`src/rtl/ffc_pkg.sv`:
```
package ffc_pkg;

    localparam int NUM_CH    = 3;
    localparam int NUM_RAW   = 15;
    localparam int NUM_FLAGS = NUM_RAW + 1;
    localparam int NUM_CFGM  = 7;

    // flag index map
    localparam int FI_EXT   = 0;
    localparam int FI_OT1   = 1;
    localparam int FI_OT2   = 2;
    localparam int FI_ACS   = 3;
    localparam int FI_REV_A = 4;
    localparam int FI_REV_B = 5;
    localparam int FI_UV_A  = 6;
    localparam int FI_UV_B  = 7;
    localparam int FI_CFG0  = 8;
    localparam int FI_VDD   = 15;

    typedef enum logic [1:0] {
        POL_NOW   = 2'd0,
        POL_DELAY = 2'd1,
        POL_PSON  = 2'd2
    } pol_e;

    typedef enum logic [1:0] {
        ST_RUN,
        ST_FAULT,
        ST_WAIT_DLY,
        ST_WAIT_PSON
    } seq_st_e;

    function automatic pol_e pol_max(pol_e a, pol_e b);
        return (a > b) ? a : b;
    endfunction

endpackage

```
`src/rtl/ffc_ovp_deb.sv`:
```
module ffc_ovp_deb #(
    parameter int DEB_LONG  = 500,
    parameter int DEB_SHORT = 2
) (
    input  logic clk,
    input  logic rst_n,
    input  logic tick,
    input  logic raw,
    input  logic ignore,
    input  logic fast,
    output logic flag
);
    localparam int DEB_MAX = (DEB_LONG > DEB_SHORT) ? DEB_LONG : DEB_SHORT;
    localparam int CW      = $clog2(DEB_MAX + 1);

    typedef struct packed {
        logic [CW-1:0] cnt;
        logic          flg;
    } deb_t;

    deb_t          q, d;
    logic [CW-1:0] lim;

    always_comb begin
        lim = fast ? CW'(DEB_SHORT) : CW'(DEB_LONG);
        d   = q;
        if (!raw || ignore) begin
            d.cnt = '0;
            d.flg = 1'b0;
        end else if (!q.flg && tick) begin
            if (q.cnt == lim - CW'(1)) begin
                d.flg = 1'b1;
                d.cnt = '0;
            end else begin
                d.cnt = q.cnt + CW'(1);
            end
        end
    end

    always_ff @(posedge clk or negedge rst_n) begin
        if (!rst_n) q <= '0;
        else        q <= d;
    end

    assign flag = q.flg;

endmodule

```
`src/rtl/ffc_mask.sv`:
```
module ffc_mask
    import ffc_pkg::*;
(
    input  logic [NUM_CH-1:0]    ss_busy,
    input  logic [NUM_CFGM-1:0]  nomask,
    output logic [NUM_FLAGS-1:0] mask
);
    logic any_ss;
    assign any_ss = |ss_busy;

    // always masked during any soft start
    assign mask[FI_EXT]   = any_ss;
    assign mask[FI_OT1]   = any_ss;
    assign mask[FI_OT2]   = any_ss;
    assign mask[FI_ACS]   = any_ss;
    // fixed per-channel group
    assign mask[FI_REV_A] = ss_busy[0];
    assign mask[FI_UV_A]  = ss_busy[0];
    assign mask[FI_REV_B] = ss_busy[1];
    assign mask[FI_UV_B]  = ss_busy[1];
    // supply overvoltage is never masked
    assign mask[FI_VDD]   = 1'b0;

    // configurable group: bit i drives flag 8+i, channel A/B alternating, C last
    for (genvar i = 0; i < NUM_CFGM; i++) begin : g_cfg
        localparam int CH = (i == NUM_CFGM - 1) ? 2 : (i % 2);
        assign mask[FI_CFG0 + i] = ss_busy[CH] & ~nomask[i];
    end

endmodule

```
`src/rtl/ffc_restart.sv`:
```
module ffc_restart
    import ffc_pkg::*;
#(
    parameter int DLY_BASE = 250000
) (
    input  logic              clk,
    input  logic              rst_n,
    input  logic              tick,
    input  logic              pson,
    input  logic [NUM_CH-1:0] dis_req,
    input  pol_e              pol_req,
    input  logic [1:0]        dly_sel,
    output logic [NUM_CH-1:0] pwm_off,
    output logic [NUM_CH-1:0] ss_req
);
    localparam int DCW = $clog2(DLY_BASE * 8 + 1);

    typedef struct packed {
        seq_st_e           st;
        logic [NUM_CH-1:0] off;
        pol_e              pol;
        logic [DCW-1:0]    cnt;
        logic [NUM_CH-1:0] ssr;
        logic              pson_q;
    } seq_t;

    seq_t           q, d;
    logic [DCW-1:0] lim;
    logic           fault;
    logic           pson_rise;

    always_comb begin
        lim       = DCW'(DLY_BASE) << dly_sel;
        fault     = |dis_req;
        pson_rise = pson & ~q.pson_q;

        d        = q;
        d.ssr    = '0;
        d.pson_q = pson;

        unique case (q.st)
            ST_RUN: begin
                if (fault) begin
                    d.st  = ST_FAULT;
                    d.off = dis_req;
                    d.pol = pol_req;
                end
            end
            ST_FAULT: begin
                if (fault) begin
                    d.off = q.off | dis_req;
                    d.pol = pol_max(q.pol, pol_req);
                end else begin
                    unique case (q.pol)
                        POL_NOW: begin
                            d.st  = ST_RUN;
                            d.off = '0;
                        end
                        POL_DELAY: begin
                            d.st  = ST_WAIT_DLY;
                            d.cnt = '0;
                        end
                        default: d.st = ST_WAIT_PSON;
                    endcase
                end
            end
            ST_WAIT_DLY: begin
                if (fault) begin
                    d.st  = ST_FAULT;
                    d.off = q.off | dis_req;
                    d.pol = pol_max(q.pol, pol_req);
                end else if (tick) begin
                    if (q.cnt == lim - DCW'(1)) begin
                        d.st  = ST_RUN;
                        d.off = '0;
                        d.ssr = q.off;
                        d.cnt = '0;
                    end else begin
                        d.cnt = q.cnt + DCW'(1);
                    end
                end
            end
            default: begin
                if (fault) begin
                    d.st  = ST_FAULT;
                    d.off = q.off | dis_req;
                    d.pol = pol_max(q.pol, pol_req);
                end else if (pson_rise) begin
                    d.st  = ST_RUN;
                    d.off = '0;
                    d.ssr = q.off;
                end
            end
        endcase
    end

    always_ff @(posedge clk or negedge rst_n) begin
        if (!rst_n) begin
            q        <= '0;
            q.st     <= ST_RUN;
            q.pol    <= POL_NOW;
        end else begin
            q <= d;
        end
    end

    assign pwm_off = q.off;
    assign ss_req  = q.ssr;

endmodule

```
`src/rtl/fault_flag_ctrl.sv`:
```
module fault_flag_ctrl
    import ffc_pkg::*;
#(
    parameter int DLY_BASE  = 250000,
    parameter int DEB_LONG  = 500,
    parameter int DEB_SHORT = 2
) (
    input  logic                 clk,
    input  logic                 rst_n,
    input  logic                 tick_us,
    input  logic [NUM_RAW-1:0]   raw_flags,
    input  logic                 vdd_ov_raw,
    input  logic [NUM_CH-1:0]    ss_busy,
    input  logic                 pson,
    input  logic [NUM_CFGM-1:0]  cfg_ss_nomask,
    input  logic [1:0]           cfg_reen_dly,
    input  logic                 cfg_vov_ignore,
    input  logic                 cfg_vov_fast,
    input  logic [1:0]           cfg_ext_action,
    input  logic [1:0]           cfg_ext_after,
    output logic [NUM_FLAGS-1:0] flag_set,
    output logic [NUM_FLAGS-1:0] flag_act,
    output logic [NUM_CH-1:0]    pwm_off,
    output logic [NUM_CH-1:0]    ss_req
);
    typedef struct packed {
        logic [NUM_RAW-1:0] flg;
    } cap_t;

    cap_t                 cap_q, cap_d;
    logic                 vdd_flag;
    logic [NUM_FLAGS-1:0] mask;
    logic [NUM_CH-1:0]    ext_chans;
    logic [NUM_CH-1:0]    dis_req;
    pol_e                 ext_pol;
    pol_e                 pol_req;

    // flag capture
    always_comb begin
        cap_d     = cap_q;
        cap_d.flg = raw_flags;
    end

    always_ff @(posedge clk or negedge rst_n) begin
        if (!rst_n) cap_q <= '0;
        else        cap_q <= cap_d;
    end

    ffc_ovp_deb #(
        .DEB_LONG  (DEB_LONG),
        .DEB_SHORT (DEB_SHORT)
    ) u_deb (
        .clk    (clk),
        .rst_n  (rst_n),
        .tick   (tick_us),
        .raw    (vdd_ov_raw),
        .ignore (cfg_vov_ignore),
        .fast   (cfg_vov_fast),
        .flag   (vdd_flag)
    );

    assign flag_set = {vdd_flag, cap_q.flg};

    ffc_mask u_mask (
        .ss_busy (ss_busy),
        .nomask  (cfg_ss_nomask),
        .mask    (mask)
    );

    assign flag_act = flag_set & ~mask;

    // protective action decode
    always_comb begin
        unique case (cfg_ext_action)
            2'b00:   ext_chans = 3'b000;
            2'b01:   ext_chans = 3'b001;
            2'b10:   ext_chans = 3'b010;
            default: ext_chans = 3'b111;
        endcase
        if (!flag_act[FI_EXT]) ext_chans = '0;

        unique case (cfg_ext_after)
            2'b00:   ext_pol = POL_DELAY;
            2'b01:   ext_pol = POL_NOW;
            default: ext_pol = POL_PSON;
        endcase

        dis_req = ext_chans | {NUM_CH{flag_act[FI_VDD]}};

        if (flag_act[FI_VDD] && (ext_chans != '0)) pol_req = pol_max(POL_DELAY, ext_pol);
        else if (flag_act[FI_VDD])                 pol_req = POL_DELAY;
        else                                       pol_req = ext_pol;
    end

    ffc_restart #(
        .DLY_BASE (DLY_BASE)
    ) u_seq (
        .clk     (clk),
        .rst_n   (rst_n),
        .tick    (tick_us),
        .pson    (pson),
        .dis_req (dis_req),
        .pol_req (pol_req),
        .dly_sel (cfg_reen_dly),
        .pwm_off (pwm_off),
        .ss_req  (ss_req)
    );

endmodule

```
`config.mk`:
```
export PLATFORM = sky130hd
export DESIGN_NAME = fault_flag_ctrl
export DESIGN_NICKNAME = d
export VERILOG_FILES = /design/src/rtl/ffc_pkg.sv /design/src/rtl/ffc_ovp_deb.sv /design/src/rtl/ffc_mask.sv /design/src/rtl/ffc_restart.sv /design/src/rtl/fault_flag_ctrl.sv
export SDC_FILE = /design/constraint.sdc
export NUM_CORES = 1
export LEC_CHECK = 0
export ABC_AREA = 0
export BUFFER_PORTS_ARGS = -buffer_cell sky130_fd_sc_hd__buf_2
export CAP_MARGIN = 25
export CORE_MARGIN = 2
export CORE_UTILIZATION = 59
export CTS_CLUSTER_SIZE = 30
export DETAILED_ROUTE_END_ITERATION = 8
export PLACE_DENSITY = 0.86
export SLEW_MARGIN = 5
export SYNTH_ARGS = -nofsm -noshare
export SYNTH_HDL_FRONTEND = slang
export SYNTH_SLANG_ARGS = --single-unit
```
`constraint.sdc`:
```
create_clock -name clk -period 3.8 [get_ports clk]
set_clock_uncertainty 0.15 [all_clocks]
set_input_delay 0.57 -clock clk [delete_from_list [all_inputs] [get_ports clk]]
set_output_delay 0.57 -clock clk [all_outputs]
set_load 0.005 [all_outputs]
```
# [Word-level counts from Yosys, hierarchy flattened]
# Index checks and enable logic that the tools add are counted.
[totals] reg_bits=57 output_inout_bits=38
[op_classes] n_lt_le_gt_ge=2 bitwise=20 n_mux=34 n_addsub=4 n_eq_ne=16 shifts=1 reduce_logical=21
[op_table] cell="21-bit 2-to-1 mux" n=3
[op_table] cell="24-bit 2-to-1 mux" n=2
[op_table] cell="21-bit case mux with 2 select lines" n=1
[op_table] cell="5-bit 2-to-1 mux" n=5
[op_table] cell="21-bit by 1-bit adder with 21-bit output, second input constant" n=1
[op_table] cell="21-bit equality test" n=1
[op_table] cell="7-bit case mux with 3 select lines" n=1
[op_table] cell="18-bit by 2-bit << shifter with 21-bit output, first input constant" n=1
[op_table] cell="21-bit by 1-bit subtractor with 21-bit output, second input constant" n=1
[op_table] cell="10-bit 2-to-1 mux" n=2
[op_table] cell="3-bit 2-to-1 mux" n=6
[op_table] cell="9-bit 2-to-1 mux" n=2
[op_table] cell="16-bit AND" n=1
[op_table] cell="15-bit NOT with 16-bit output" n=1
[op_table] cell="5-bit AND reduction" n=3
[op_table] cell="2-bit 2-to-1 mux" n=6
[op_table] cell="9-bit by 1-bit adder with 9-bit output, second input constant" n=1
[op_table] cell="9-bit equality test" n=1
[op_table] cell="3-bit case mux with 3 select lines" n=1
[op_table] cell="9-bit by 1-bit subtractor with 9-bit output, second input constant" n=1
[op_table] cell="1-bit AND" n=8
[op_table] cell="2-bit by 1-bit equality test with 1-bit output, second input constant" n=4
[op_table] cell="2-bit zero test" n=4
[op_table] cell="2-bit != test, second input constant" n=4
[op_table] cell="other kinds (21)" n=37

# [Depth between registers and ports, before layout]
# Gate-level depths: netlist (run 1).
[depth] word_depth=12 depth_mapped=10 depth_no_buf=10

# [By module]
# Synthesis (run 1) repeated with hierarchy kept, for this count alone.
[unflattened] hier_cells=394 hier_area_um2=3579.7
[by_module_without_submodules] mod="ffc_restart" seq_area_each_um2=800.8 area_each_um2=2299.7 cells_per_inst=275 n_inst=1
[by_module_without_submodules] mod="ffc_ovp_deb" seq_area_each_um2=250.2 area_each_um2=603.1 cells_per_inst=60 n_inst=1
[by_module_without_submodules] mod="fault_flag_ctrl" seq_area_each_um2=375.4 area_each_um2=555.5 cells_per_inst=41 n_inst=1
[by_module_without_submodules] mod="ffc_mask" seq_area_each_um2=0.0 area_each_um2=121.4 cells_per_inst=18 n_inst=1

# [Worst setup path after synthesis (run 1)]
# No wires, ideal clock.
[synth_timing] path_kind="input to register" start="input port ss_busy[1]" end="register u_seq.q[25] (netlist name)" required_ps=3529 arrival_ps=2385 stages=10 setup_slack_ps=1144 setup_time_ps=121 path_cell_list="or4b_1 o21ai_0 and2_1 inv_1 ha_1 nor2_1 o22ai_1 nor2_1 o21ai_0 a22o_1"
[synth_between] elab_chain_len=11 word_cells_on_any_way=15
[synth_rtl] element="start: declaration" line="fault_flag_ctrl.sv:13" rtl="input logic [NUM_CH-1:0] ss_busy,"
[synth_rtl] element="3-bit OR reduction *" line="ffc_mask.sv:9" rtl="assign any_ss = |ss_busy;"
[synth_rtl] element="15-bit NOT with 16-bit output *" line="fault_flag_ctrl.sv:70" rtl="assign flag_act = flag_set & ~mask;"
[synth_rtl] element="16-bit AND *" line="fault_flag_ctrl.sv:70"
[synth_rtl] element="3-bit 2-to-1 mux *" line="fault_flag_ctrl.sv:80" rtl="if (!flag_act[FI_EXT]) ext_chans = '0;"
[synth_rtl] element="3-bit nonzero test" line="fault_flag_ctrl.sv:90" rtl="if (flag_act[FI_VDD] && (ext_chans != '0)) pol_req = pol_max(POL_DELAY, ext_pol);"
[synth_rtl] element="1-bit logical AND" line="fault_flag_ctrl.sv:90"
[synth_rtl] element="2-bit 2-to-1 mux" line="fault_flag_ctrl.sv:90"
[synth_rtl] element="2-bit > comparator" line="ffc_pkg.sv:34" rtl="return (a > b) ? a : b;"
[synth_rtl] element="2-bit 2-to-1 mux" line="ffc_pkg.sv:34"
[synth_rtl] element="2-bit 2-to-1 mux" line="ffc_restart.sv:50, ffc_restart.sv:68, ffc_restart.sv:84"
[synth_rtl] element="7-bit case mux with 3 select lines" line="ffc_restart.sv:41" rtl="unique case (q.st)"
[synth_rtl] element="end: declaration" line="ffc_restart.sv:27" rtl="seq_t q, d;"
# Every way passes the cells marked *; elsewhere a longest branch is shown, timed or not. The select of a mux whose other input is x is not followed.
# A chain may end at the register's enable or synchronous reset.

# [Worst setup path after layout (run 1)]
[layout_timing] start="input port cfg_reen_dly[0]" end="register u_seq.q[14] (netlist name)"
[layout_between] elab_chain_len=7
[layout_rtl] element="start: declaration" line="fault_flag_ctrl.sv:16" rtl="input logic [1:0] cfg_reen_dly,"
[layout_rtl] element="18-bit by 2-bit << shifter with 21-bit output" line="ffc_restart.sv:33" rtl="lim = DCW'(DLY_BASE) << dly_sel;"
[layout_rtl] element="21-bit by 1-bit subtractor with 21-bit output" line="ffc_restart.sv:73" rtl="if (q.cnt == lim - DCW'(1)) begin"
[layout_rtl] element="21-bit equality test" line="ffc_restart.sv:73"
[layout_rtl] element="21-bit 2-to-1 mux" line="ffc_restart.sv:73"
[layout_rtl] element="24-bit 2-to-1 mux" line="ffc_restart.sv:72" rtl="end else if (tick) begin"
[layout_rtl] element="24-bit 2-to-1 mux" line="ffc_restart.sv:68" rtl="if (fault) begin"
[layout_rtl] element="21-bit case mux with 2 select lines" line="ffc_restart.sv:41"
# Every way passes these cells. The select of a mux whose other input is x is not followed.

==> results of run 1 <==
## critical path, cell delays in order
cell      delay [ns]
buf_2           0.12
inv_1           0.12
ha_1            0.25
and3b_1         0.22
nand4b_1        0.11
a211o_1         0.13
a311o_1         0.53
nand3_1         0.48
o311ai_0        0.49
## stage by stage
stage	hold slack [ns]	worst slack [ns]	instances	power (W)	instance area, sq um
floorplan	0.124	1.14	391	0.00107	3420
global placement	0.357	0.668	519	0.00120	3790
detailed placement	0.375	0.634	519	0.00121	3790
CTS	0.165	0.913	535	0.00192	4030
global route	0.161	0.579	535	0.00202	4030
finish	0.155	0.837	535	0.00192	4030
## logic make-up (layout without fill, tap and decap cells)
logic type	after synthesis	count (layout)	synth area share (%)
AND/OR/NAND/NOR	172	172	25.5
AO/OA/AOI/OAI	87	87	17.4
flip-flops	57	57	41.7
buffers and inverters	47	119	6.43
adder cells (fa/ha/maj)	16	16	5.85
XOR/XNOR	10	10	2.56
multiplexers	2	2	0.585
## per-layer routing
metal	vias up	track usage (%)	wire, um
met4	0	15.1	221
met3	21	4.61	566
met1	1561	33.9	3430
met5	-	0	0
li1	1529	-	-
met2	152	52.0	4330
## power by group
group / switching, W / internal [W]
combinational: 0.000317 / 0.000186
sequential: 0.0000517 / 0.000658
clock: 0.000266 / 0.000439
total: 0.000635 / 0.00128
## state kept, by name, indices dropped and copies added (netlist names)
register	cells
u_seq.q	26
u_deb.flag	1
cap_q	15
u_seq.pwm_off	3
u_deb.q	9
u_seq.ss_req	3
## final timing paths
path                                  from           to  slack [ns]  cells past startpoint
setup / recovery           cfg_reen_dly[0]  u_seq.q[14]        0.84                      9
hold / removal                       rst_n   u_deb.q[4]        0.15                      1
hold reg to reg                 u_deb.q[3]   u_deb.q[3]        0.39                      1
setup reg to reg                u_deb.flag   u_seq.q[6]        0.93                      6
max in group asynchronous            rst_n  u_seq.q[22]        2.51                      2
min in group clk              raw_flags[2]     cap_q[2]        0.17                      1
## layout make-up
class	count	area, sq um	share of cell area (%)
Multi-Input combinational cell	287	1780	44.1
Sequential cell	57	1430	35.4
Timing Repair Buffer	79	405	10.1
Clock buffer	10	128	3.17
Clock inverter	6	115	2.86
Inverter	24	90.1	2.23
Tap cell	72	90.1	2.23
## placed cells by master (no fill, tap or decap), drive strengths merged, types with 2 or more instances in the layout
master | netlist | layout
buf | 14 | 79
dfrtp | 57 | 57
nand2 | 47 | 47
nor2 | 37 | 37
o21ai | 26 | 26
inv | 24 | 25
nand3 | 16 | 16
ha | 16 | 16
nand4 | 13 | 13
a21oi | 12 | 12
clkbuf | 9 | 10
nor3 | 9 | 9
nand2b | 8 | 8
or3 | 8 | 8
a21boi | 7 | 7
a22oi | 6 | 6
xnor2 | 6 | 6
nor2b | 6 | 6
a32oi | 6 | 6
o211ai | 6 | 6
and3 | 5 | 5
and2 | 4 | 4
or4 | 4 | 4
xor2 | 4 | 4
o22ai | 3 | 3
bufinv | 0 | 3
nand3b | 2 | 2
nor4 | 2 | 2
nor4b | 2 | 2
and4 | 2 | 2
o311ai | 2 | 2
a221oi | 2 | 2
mux2i | 2 | 2
o2111a | 2 | 2
or4b | 2 | 2
==> metrics.md, run 1 <==
| Metric | Value |
|---|---|
| Status | complete, no violations |
| Clock slew at reported path FFs | 0.07 ns |
| Routed vias/inst | 6.10 |
| Tightest Pin Transition | 0.786 ns |
| # DRC | 0 |
| Final Max Slew Viols | 0 |
| FFs w/ async S/R, synth | 100% |
| First-pass GRT wire length | 14600 um |
| Critical path class | primary input to flop |
| Worst-Skew Late Latency | 0.35 ns |
| Die Height | 80.2 um |
| Post-DRT Antenna Nets | 0 |
| Leakage | 1.86 nW |
| FILL cells | 402 |
| Drt initial violations | 299 |
| Ranking of synthesized cells by instance count | dfrtp_1 (57), nand2_1 (47), nor2_1 (37) |
| Most common cell in the netlist | dfrtp_1 |
| Synthesized area | 0.00342 sq mm |
| Share of the synthesized area in the top cell type | 41.7% |
| Max_cap viols | 0 |
| Die ar. | 0.00643 sq mm |
| Drt wl/cell | 16.0 um |
| Core Util, Final | 72.8% |
| Drt first pass iters | 6 |
| Ys flop type | dfrtp_1 |
| N_diodes | 0 |
| Layout area overhead | 17.8% |
| Unrepaired setup endpoints after global routing | false |
| Critical Path Start Type | primary input |
| CTS tree | yes |
| Share of cells above drive strength 1 | 21.4% |
| Largest net degree at the start of global routing | 35 |
| Final Wtd Congestion | 0.889 |
| Crit path arrival time | 3.03 ns |
| Register bit total from synthesis | 57 |
| Core Rows | 27 |
| Fin nets | 512 |
| Hpwl dp | 6120 um |
| CTS hold repair buffers | 0 |
| VDD IR max | 0.357 mV |
| Synth unique cells | 58 |
| Mean post-synth cell area | 8.76 sq um |
| Ports | 76 |
| TritonCTS buffer count | 9 |
| Quantity of gates resized following cts | 0 |
| Core Box Area | 0.00554 sq mm |
| Synthesized Nets | 445 |
| FMAX | 337 MHz |
| Final Setup Violations | 0 |
| Seq/Total Area, Yosys | 41.7% |
| H-tree depth | 3 |
| Crit Path Max Fanout | 15 |
| Initial Util | 61.8% |
| Power Dens Cells | 476 mW/mm^2 |
| Total routed wirelength | 8550 um |
| Root Driver | clkbuf_8 |
| Tmin final | 2.96 ns |
| Syn. warnings | 0 |
| Die width | 80.2 um |
| Mapped Cells | 391 |
| Postcts setup bufs | 0 |
| Initial antenna violation count | 0 |
| Top cells by area, synth | dfrtp_1 (42%), ha_1 (5.8%), nand2_1 (5.2%), nor2_1 (4.1%), o21ai_0 (3.7%) |
| Clk buf depth | 2 |
| WP data required | 3.87 ns |
| Final hold vios | 0 |
| EDFF count, synth | 0 |
| Final setup TNS | 0 ns |
| Vias in the first global route | 3232 |
| Port Buffers | 75 |
| Yosys top cell by area | dfrtp_1 |
| Total vias in the final route | 3263 |
| GR Util All Layers | 29.3% |
| Global route overflow | 0 |
| Rel. slew slack | 47.6% |
| Critical path capture point type | flop |
| Hold WC Path Type | primary input to async pin |
| Final period utilization | 78.0% |
| Clock Sinks | 57 |
(Power assumes the default switching activity.)
==> run 2: changes to the inputs <==
- CORE_UTILIZATION: 59 -> 55
- PLACE_DENSITY: 0.86 -> 0.81
- clock period: 3.8 -> 3 ns (I/O delays scaled with it)
==> run 2 against run 1 <==
Effect of this change:
- sequential share of layout area unchanged
- design area is the same
- worst hold slack got worse by 0.11 ns
- combinational power increased by 33%
- clock power down 3.1%
- first-iteration DRC count decreased by 3.7%
- critical path type unchanged
- highest routed layer unchanged
==> metrics.md, run 2 (synthesis results as in run 1) <==
| Metric | Value |
|---|---|
| FILL cells | 481 (was 402) |
| FF/Latch Area | 0.00143 sq mm (unchanged) |
| Fin nets | 518 (was 512) |
| Vias in the first global route | 3045 (was 3232) |
| TritonCTS buffer count | 9 (unchanged) |
| Critical path capture point type | flop (unchanged) |
| Largest net degree at the start of global routing | 42 (was 35) |
| Gr busiest metal | met2 (unchanged) |
| WP data required | 3.08 ns (was 3.87 ns) |
| Die ar. | 0.00687 sq mm (was 0.00643 sq mm) |
| Initial Util | 57.5% (was 61.8%) |
| Top flop regs | u_seq.q: 26 flops, cap_q: 15 flops, u_deb.q: 9 flops (unchanged) |
| Hpwl dp | 6150 um (was 6120 um) |
| Clock Sinks | 57 (unchanged) |
| Max_cap viols | 0 (unchanged) |
| Total vias in the final route | 3261 (was 3263) |
| H-tree depth | 3 (unchanged) |
| Final Max Slew Viols | 0 (unchanged) |
| Ports | 76 (unchanged) |
| Routed vias/inst | 5.99 (was 6.10) |
| Status | complete, no violations (unchanged) |
| Critical Path Start Type | primary input (unchanged) |
| Critical path class | primary input to flop (unchanged) |
| Final period utilization | 87.0% |
| Crit Path Max Fanout | 10 (was 15) |
| Port Buffers | 75 (unchanged) |
| Multi-input gate area | 0.00178 sq mm (unchanged) |
| Quantity of gates resized following cts | 0 (unchanged) |
| Tightest Pin Transition | 0.673 ns (was 0.786 ns) |
| Crit path arrival time | 2.69 ns (was 3.03 ns) |
| Global route overflow | 0 (unchanged) |
| CTS tree | yes (unchanged) |
| Die width | 82.9 um (was 80.2 um) |
| Final Setup Violations | 0 (unchanged) |
| Final hold vios | 0 (unchanged) |
| Leakage | 1.86 nW (about the same) |
| Root Driver | clkbuf_8 (unchanged) |
| Commonest non-fill, non-tap cell in the layout | buf_2 (unchanged) |
| Share of cells above drive strength 1 | 22.4% (was 21.4%) |
| Layout area overhead | 17.8% (unchanged) |
| N_diodes | 0 (unchanged) |
| Power Dens Cells | 557 mW/mm^2 (was 476 mW/mm^2) |
| Clk buf depth | 2 (unchanged) |
| Hold Slack | 0.0489 ns (was 0.155 ns) |
| Drt initial violations | 288 (was 299) |
| Core Box Area | 0.00596 sq mm (was 0.00554 sq mm) |
| Largest Register | u_seq.q (unchanged) |
| First-pass GRT wire length | 14300 um (was 14600 um) |
| Final Wtd Congestion | 0.884 (was 0.889) |
| Slowest cell on crit path | a311o_1 (unchanged) |
| Rel. slew slack | 55.0% (was 47.6%) |
| Crit path largest cell delay | 0.52 ns (was 0.53 ns) |
| Initial antenna violation count | 0 (unchanged) |
| GR Util All Layers | 25.4% (was 29.3%) |
| Drt first pass iters | 5 (was 6) |
| Grt met1 use | 32.7% (was 33.9%) |
| Die Height | 82.9 um (was 80.2 um) |
| VDD IR max | 0.348 mV (was 0.357 mV) |
| Core Rows | 28 (was 27) |
| Most frequent cells in the layout | buf_2 (75), dfrtp_1 (57), nand2_1 (47) (unchanged) |
| FMAX | 383 MHz |
| # DRC | 0 (unchanged) |
| Drt wl/cell | 16.0 um (about the same) |
| Tmin final | 2.61 ns |
| Max reg flops | 26 (unchanged) |
| Total routed wirelength | 8690 um (was 8550 um) |
| Total power draw | 0.00225 W (was 0.00192 W) |
| Unrepaired setup endpoints after global routing | false (unchanged) |
| GR Layer Usage met2 | 41.0% (was 52.0%) |
| Met3 Track Usage GR | 7.26% (was 4.61%) |
| CP cell instances | buf_2, inv_1, ha_1, and3b_1, or3b_2, a311o_1, nand3_1, buf_4, o211ai_1 (was buf_2, inv_1, ha_1, and3b_1, nand4b_1, a211o_1, a311o_1, nand3_1, o311ai_0) |
| Worst-Skew Late Latency | 0.35 ns (about the same) |
| Hold WC Path Type | primary input to flop (was primary input to async pin) |
| Post-DRT Antenna Nets | 0 (unchanged) |
| Final setup TNS | 0 ns (unchanged) |
| Clock slew at reported path FFs | 0.08 ns (was 0.07 ns) |
run 2: path summary, 6_finish.rpt:
| check | startpoint | end | slack [ns] | depth (start not counted) |
|---|---|---|---|---|
| max in group asynchronous | rst_n | u_seq.q[12] | 1.41 | 3 |
| min in group asynchronous | rst_n | u_deb.flag | 0.42 | 2 |
| hold reg to reg | u_seq.pwm_off[0] | u_seq.ss_req[0] | 0.36 | 2 |
| setup / recovery | cfg_reen_dly[0] | u_seq.q[9] | 0.39 | 9 |
| hold / removal | raw_flags[3] | cap_q[3] | 0.05 | 1 |
| setup reg to reg | u_seq.q[10] | u_seq.q[9] | 0.40 | 7 |
run 2: repair_timing:
item | in CTS | in global routing
endpoints found under the hold margin | 16 | 0
hold buffers | 1 | 0
buffers inserted | 0 | 0
run 2: routing by layer:
layer  vias to the layer above  share of wire (%)
met4                         0                1.6
met2                       127                 50
met5                         -                  0
met3                        21                6.3
met1                      1574                 42
li1                       1539                  -
run 2: power by group:
part	leakage (nW)	switching [W]	internal (W)	total, W
Sequential	0.743	0.0000621	0.000833	0.000895
Combinational	1.03	0.000417	0.000250	0.000667
Clock	0.0878	0.000337	0.000347	0.000683
Total	1.86	0.000816	0.00143	0.00225
run 2: final cells by class:
type,instances,area share (%)
tap,75,2.33
multi-input combinational,287,44.1
clock inverter,5,0.993
inverter,24,2.23
timing repair buffer,85,11.2
clock buffer,11,3.76
sequential,57,35.4
run 2: per-stage QoR:
step	util, %	instances	cell area, sq um	worst slack (ns)
after floorplan	-	391	3420	0.464
after global placement	64.3	527	3830	0.131
after detailed placement	64.3	527	3830	0.0708
after CTS	67.7	544	4030	0.423
after global routing	67.7	544	4030	0.187
final	67.7	544	4030	0.389
run 2: worst max-delay path: cells and delay by family:
family	cells	cell delay, ns
buf+inv	3	0.42
fa+ha+maj	1	0.25
compound gates	2	0.61
simple gates	3	0.96
==> run 3: changes to the inputs <==
- PLACE_DENSITY: 0.81 -> 0.8
- SYNTH_HIERARCHICAL: unset -> 1
==> run 3 against run 2 <==
Effect of this change:
- count of clock-buffer cells in the layout grew 1
- via count shrank 4.5%
- first-iteration DRC count shrank 27%
- final cell count shrank 0.37%
- critical endpoint is now u_seq/pwm_off[0]
- worst setup slack lost 0.062 ns
- fmax shrank 2.3%
- non-clock buffer count grew 3
- die area grew 4.3%
- global-route usage shrank 1.9 points
- clock power grew 25%
- utilization shrank 1.2 points
- combinational power shrank 0.7%
==> metrics.md, run 3 <==
| Metric | Value |
|---|---|
| Initial Util | 56.7% (was 57.5%) |
| CP cell instances | ha_1, and3_1, nand4_1, nor4_1, o31ai_2, or3_1, a31o_1 (was buf_2, inv_1, ha_1, and3b_1, or3b_2, a311o_1, nand3_1, buf_4, o211ai_1) |
| Vias in the first global route | 2830 (was 3045) |
| Met3 Track Usage GR | 4.33% (was 7.26%) |
| Rel. slew slack | 55.8% (was 55.0%) |
| FILL cells | 527 (was 481) |
| Drt wl/cell | 15.4 um (was 16.0 um) |
| Ys flop type | dfrtp_1 (unchanged) |
| Clk buf depth | 2 (unchanged) |
| Worst setup margin | 0.327 ns (was 0.389 ns) |
| Levels on crit path | 7 (was 9) |
| Worst R2R Start | u_seq/q[4] (was u_seq.q[10]) |
| Total routed wirelength | 8370 um (was 8690 um) |
| GR Layer Usage met2 | 36.0% (was 41.0%) |
| FMAX | 374 MHz (was 383 MHz) |
| Synthesized area | 0.00358 sq mm (was 0.00342 sq mm) |
| Gr busiest metal | met2 (unchanged) |
| Drt initial violations | 209 (was 288) |
| Seq/Total Area, Yosys | 39.8% (was 41.7%) |
| Die Height | 84.7 um (was 82.9 um) |
| Critical Path Start Type | flop (was primary input) |
| Mean post-synth cell area | 9.09 sq um (was 8.76 sq um) |
| Die ar. | 0.00717 sq mm (was 0.00687 sq mm) |
| CP top delay family | simple AND/OR/NAND/NOR gates (unchanged) |
| Post-DRT Antenna Nets | 0 (unchanged) |
| Tmin final | 2.67 ns (was 2.61 ns) |
| Layout area overhead | 17.3% (was 17.8%) |
| Crit path arrival time | 2.75 ns (was 2.69 ns) |
| Yosys top cell by area | dfrtp_1 (unchanged) |
| WHS Endpoint | cap_q[5] (was cap_q[3]) |
| Status | complete, no violations (unchanged) |
| Grt met1 use | 33.2% (was 32.7%) |
| Hpwl dp | 5970 um (was 6150 um) |
| Ranking of synthesized cells by instance count | dfrtp_1 (57), nand2_1 (28), nor2b_1 (26) (was dfrtp_1 (57), nand2_1 (47), nor2_1 (37)) |
| Largest Register | u_seq/q (was u_seq.q) |
| Final Setup Violations | 0 (unchanged) |
| Max_cap viols | 0 (unchanged) |
| Cells after DPL | 525 (was 527) |
| VDD IR max | 0.372 mV (was 0.348 mV) |
| Leakage | 1.97 nW (was 1.86 nW) |
| Hold Slack | 0.0606 ns (was 0.0489 ns) |
| N_diodes | 0 (unchanged) |
| # DRC | 0 (unchanged) |
| Commonest non-fill, non-tap cell in the layout | buf_2 (unchanged) |
| Synth unique cells | 55 (was 58) |
| Root Driver | clkbuf_8 (unchanged) |
| Power Dens Cells | 573 mW/mm^2 (was 557 mW/mm^2) |
| Hold WC Path Type | primary input to flop (unchanged) |
| Drt first pass iters | 5 (unchanged) |
| Area of placed instances | 0.00395 sq mm (was 0.00383 sq mm) |
| Final Wtd Congestion | 0.876 (was 0.884) |
| Final setup TNS | 0 ns (unchanged) |
| Total vias in the final route | 3113 (was 3261) |
| WP data required | 3.07 ns (was 3.08 ns) |
| Clock slew at reported path FFs | 0.07 ns (was 0.08 ns) |
| FF-to-FF path depth | 7 (unchanged) |
| Final Max Slew Viols | 0 (unchanged) |
| TritonCTS buffer count | 9 (unchanged) |
| Critical path capture point type | flop (unchanged) |
| Share of cells above drive strength 1 | 24.7% (was 22.4%) |
| Top flop regs | u_seq/q: 26 flops, cap_q: 15 flops, u_deb/q: 9 flops (was u_seq.q: 26 flops, cap_q: 15 flops, u_deb.q: 9 flops) |
| Mapped Cells | 394 (was 391) |
| Core Box Area | 0.00631 sq mm (was 0.00596 sq mm) |
| Internal reg-to-reg setup slack | 0.33 ns (was 0.40 ns) |
| First-pass GRT wire length | 13400 um (was 14300 um) |
| Register bit total from synthesis | 57 (unchanged) |
| Quantity of gates resized following cts | 0 (unchanged) |
| Most frequent cells in the layout | buf_2 (75), dfrtp_1 (57), nand2_1 (28) (was buf_2 (75), dfrtp_1 (57), nand2_1 (47)) |
| FFs w/ async S/R, synth | 100% (unchanged) |
| Share of the synthesized area in the top cell type | 39.8% (was 41.7%) |
| Critical path class | flop to flop (was primary input to flop) |
| Global route overflow | 0 (unchanged) |
| R2r endpoint | u_seq/pwm_off[0] (was u_seq.q[9]) |
| Die width | 84.7 um (was 82.9 um) |
| Initial antenna violation count | 0 (unchanged) |
| Final hold vios | 0 (unchanged) |
| Min-delay src | raw_flags[5] (was raw_flags[3]) |
| Ports | 76 (unchanged) |
| Tightest Pin Transition | 0.663 ns (was 0.673 ns) |
| Final period utilization | 89.1% (was 87.0%) |
| H-tree depth | 3 (unchanged) |
| GR Util All Layers | 23.5% (was 25.4%) |
| Place WS | 0.110 ns (was 0.0708 ns) |
| Port Buffers | 75 (unchanged) |
| Hold Crit Depth | 1 (unchanged) |
| Largest net degree at the start of global routing | 44 (was 42) |
| Top cells by area, synth | dfrtp_1 (40%), ha_1 (5.6%), nor2b_1 (4.5%), buf_4 (3.4%), nand2_1 (2.9%) (was dfrtp_1 (42%), ha_1 (5.8%), nand2_1 (5.2%), nor2_1 (4.1%), o21ai_0 (3.7%)) |
| CTS tree | yes (unchanged) |
| Slowest cell on crit path | or3_1 (was a311o_1) |
| Clock Sinks | 57 (unchanged) |
| Crit Path Max Fanout | 8 (was 10) |
| Routed vias/inst | 5.74 (was 5.99) |
| WP buf/inv | 0 (was 3) |
| Syn. warnings | 6 (was 0) |
| Synthesized Nets | 448 (was 445) |
| EDFF count, synth | 0 (unchanged) |
| Final Instance Count excl. Fillers | 542 (was 544) |
| Worst-Skew Late Latency | 0.34 ns (was 0.35 ns) |
| Fin nets | 514 (was 518) |
| Unrepaired setup endpoints after global routing | false (unchanged) |
| Crit path largest cell delay | 0.45 ns (was 0.52 ns) |
| Most common cell in the netlist | dfrtp_1 (unchanged) |
| Core Rows | 29 (was 28) |
| Max reg flops | 26 (unchanged) |
| Fin area | 0.00420 sq mm (was 0.00403 sq mm) |
[run 3: changes by cell type in the layout (fill, tap and decap cells not counted), sizes merged, moves of 4 or more]
| cell | previous run | this run |
|---|---|---|
| nor2b | 6 | 27 |
| nand2 | 47 | 28 |
| nor2 | 37 | 20 |
| o21ai | 26 | 15 |
| a21boi | 7 | 0 |
| xor2 | 4 | 11 |
| a31oi | 1 | 7 |
| a32oi | 6 | 0 |
| nor3 | 9 | 15 |
| a21oi | 12 | 16 |
| a22oi | 6 | 2 |
| o31ai | 1 | 5 |
| or4 | 4 | 0 |
[run 3: metrics by stage]
step	utilization, %	total power [W]
floorplan	-	0.00135
global placement	62.6	0.00153
detailed placement	62.6	0.00155
CTS	66.5	0.00242
global route	66.5	0.00254
finish	66.5	0.00241
[run 3: cells by family (layout without fill, tap and decap cells)]
group | after synthesis | count (layout) | synth area share [%]
multiplexers | 3 | 3 | 0.839
AO/OA/AOI/OAI | 77 | 77 | 15.3
other | 1 | 1 | 0.105
adder cells (fa/ha/maj) | 16 | 16 | 5.59
flip-flops | 57 | 57 | 39.8
buffers and inverters | 56 | 127 | 7.76
AND/OR/NAND/NOR | 167 | 167 | 26.4
XOR/XNOR | 17 | 17 | 4.16
[run 3: worst reg2reg max path, cell delays in order, from the launching register on]
cell and delay, ns:
dfrtp_1 0.38, ha_1 0.31, and3_1 0.28, nand4_1 0.11, nor4_1 0.40, o31ai_2 0.25
or3_1 0.45, a31o_1 0.24
[run 3: worst max-delay path by stage]
stage | start | endpoint | slack [ns]
2_1_floorplan | ss_busy[1] | u_seq/q[16] | 0.27
3_3_place_gp | cfg_reen_dly[0] | u_seq/pwm_off[1] | 0.16
3_5_place_dp | cfg_reen_dly[0] | u_seq/pwm_off[1] | 0.11
4_1_cts | u_seq/q[4] | u_seq/pwm_off[0] | 0.33
5_1_grt | u_seq/q[4] | u_seq/pwm_off[1] | 0.21
6_report | u_seq/q[4] | u_seq/pwm_off[0] | 0.33
[run 3: per-layer routing]
layer,up-vias,part of all wire (%)
li1,1509,-
met1,1487,44
met2,103,49
met3,14,4.9
met4,0,1.6
met5,-,0
[run 3: timing repair]
item,CTS,global route
hold endpoints to repair,14,0
hold buffers,1,0
buffers inserted,0,0
[run 3: final cells by class]
cell class                 instances  area, sq um  area share (%)
clock inverter                     4         73.8            1.76
timing repair buffer              88          475            11.3
sequential                        57         1430            34.0
clock buffer                      12          165            3.93
multi-input combinational        281         1880            44.7
tap                               77         96.3            2.29
inverter                          23         86.3            2.06
[run 3: power by group]
part	internal, W	total, W	switching [W]	leakage [nW]
sequential	0.000827	0.000887	0.0000600	0.749
combinational	0.000265	0.000662	0.000398	1.09
clock	0.000536	0.000856	0.000320	0.123
total	0.00163	0.00241	0.000778	1.97
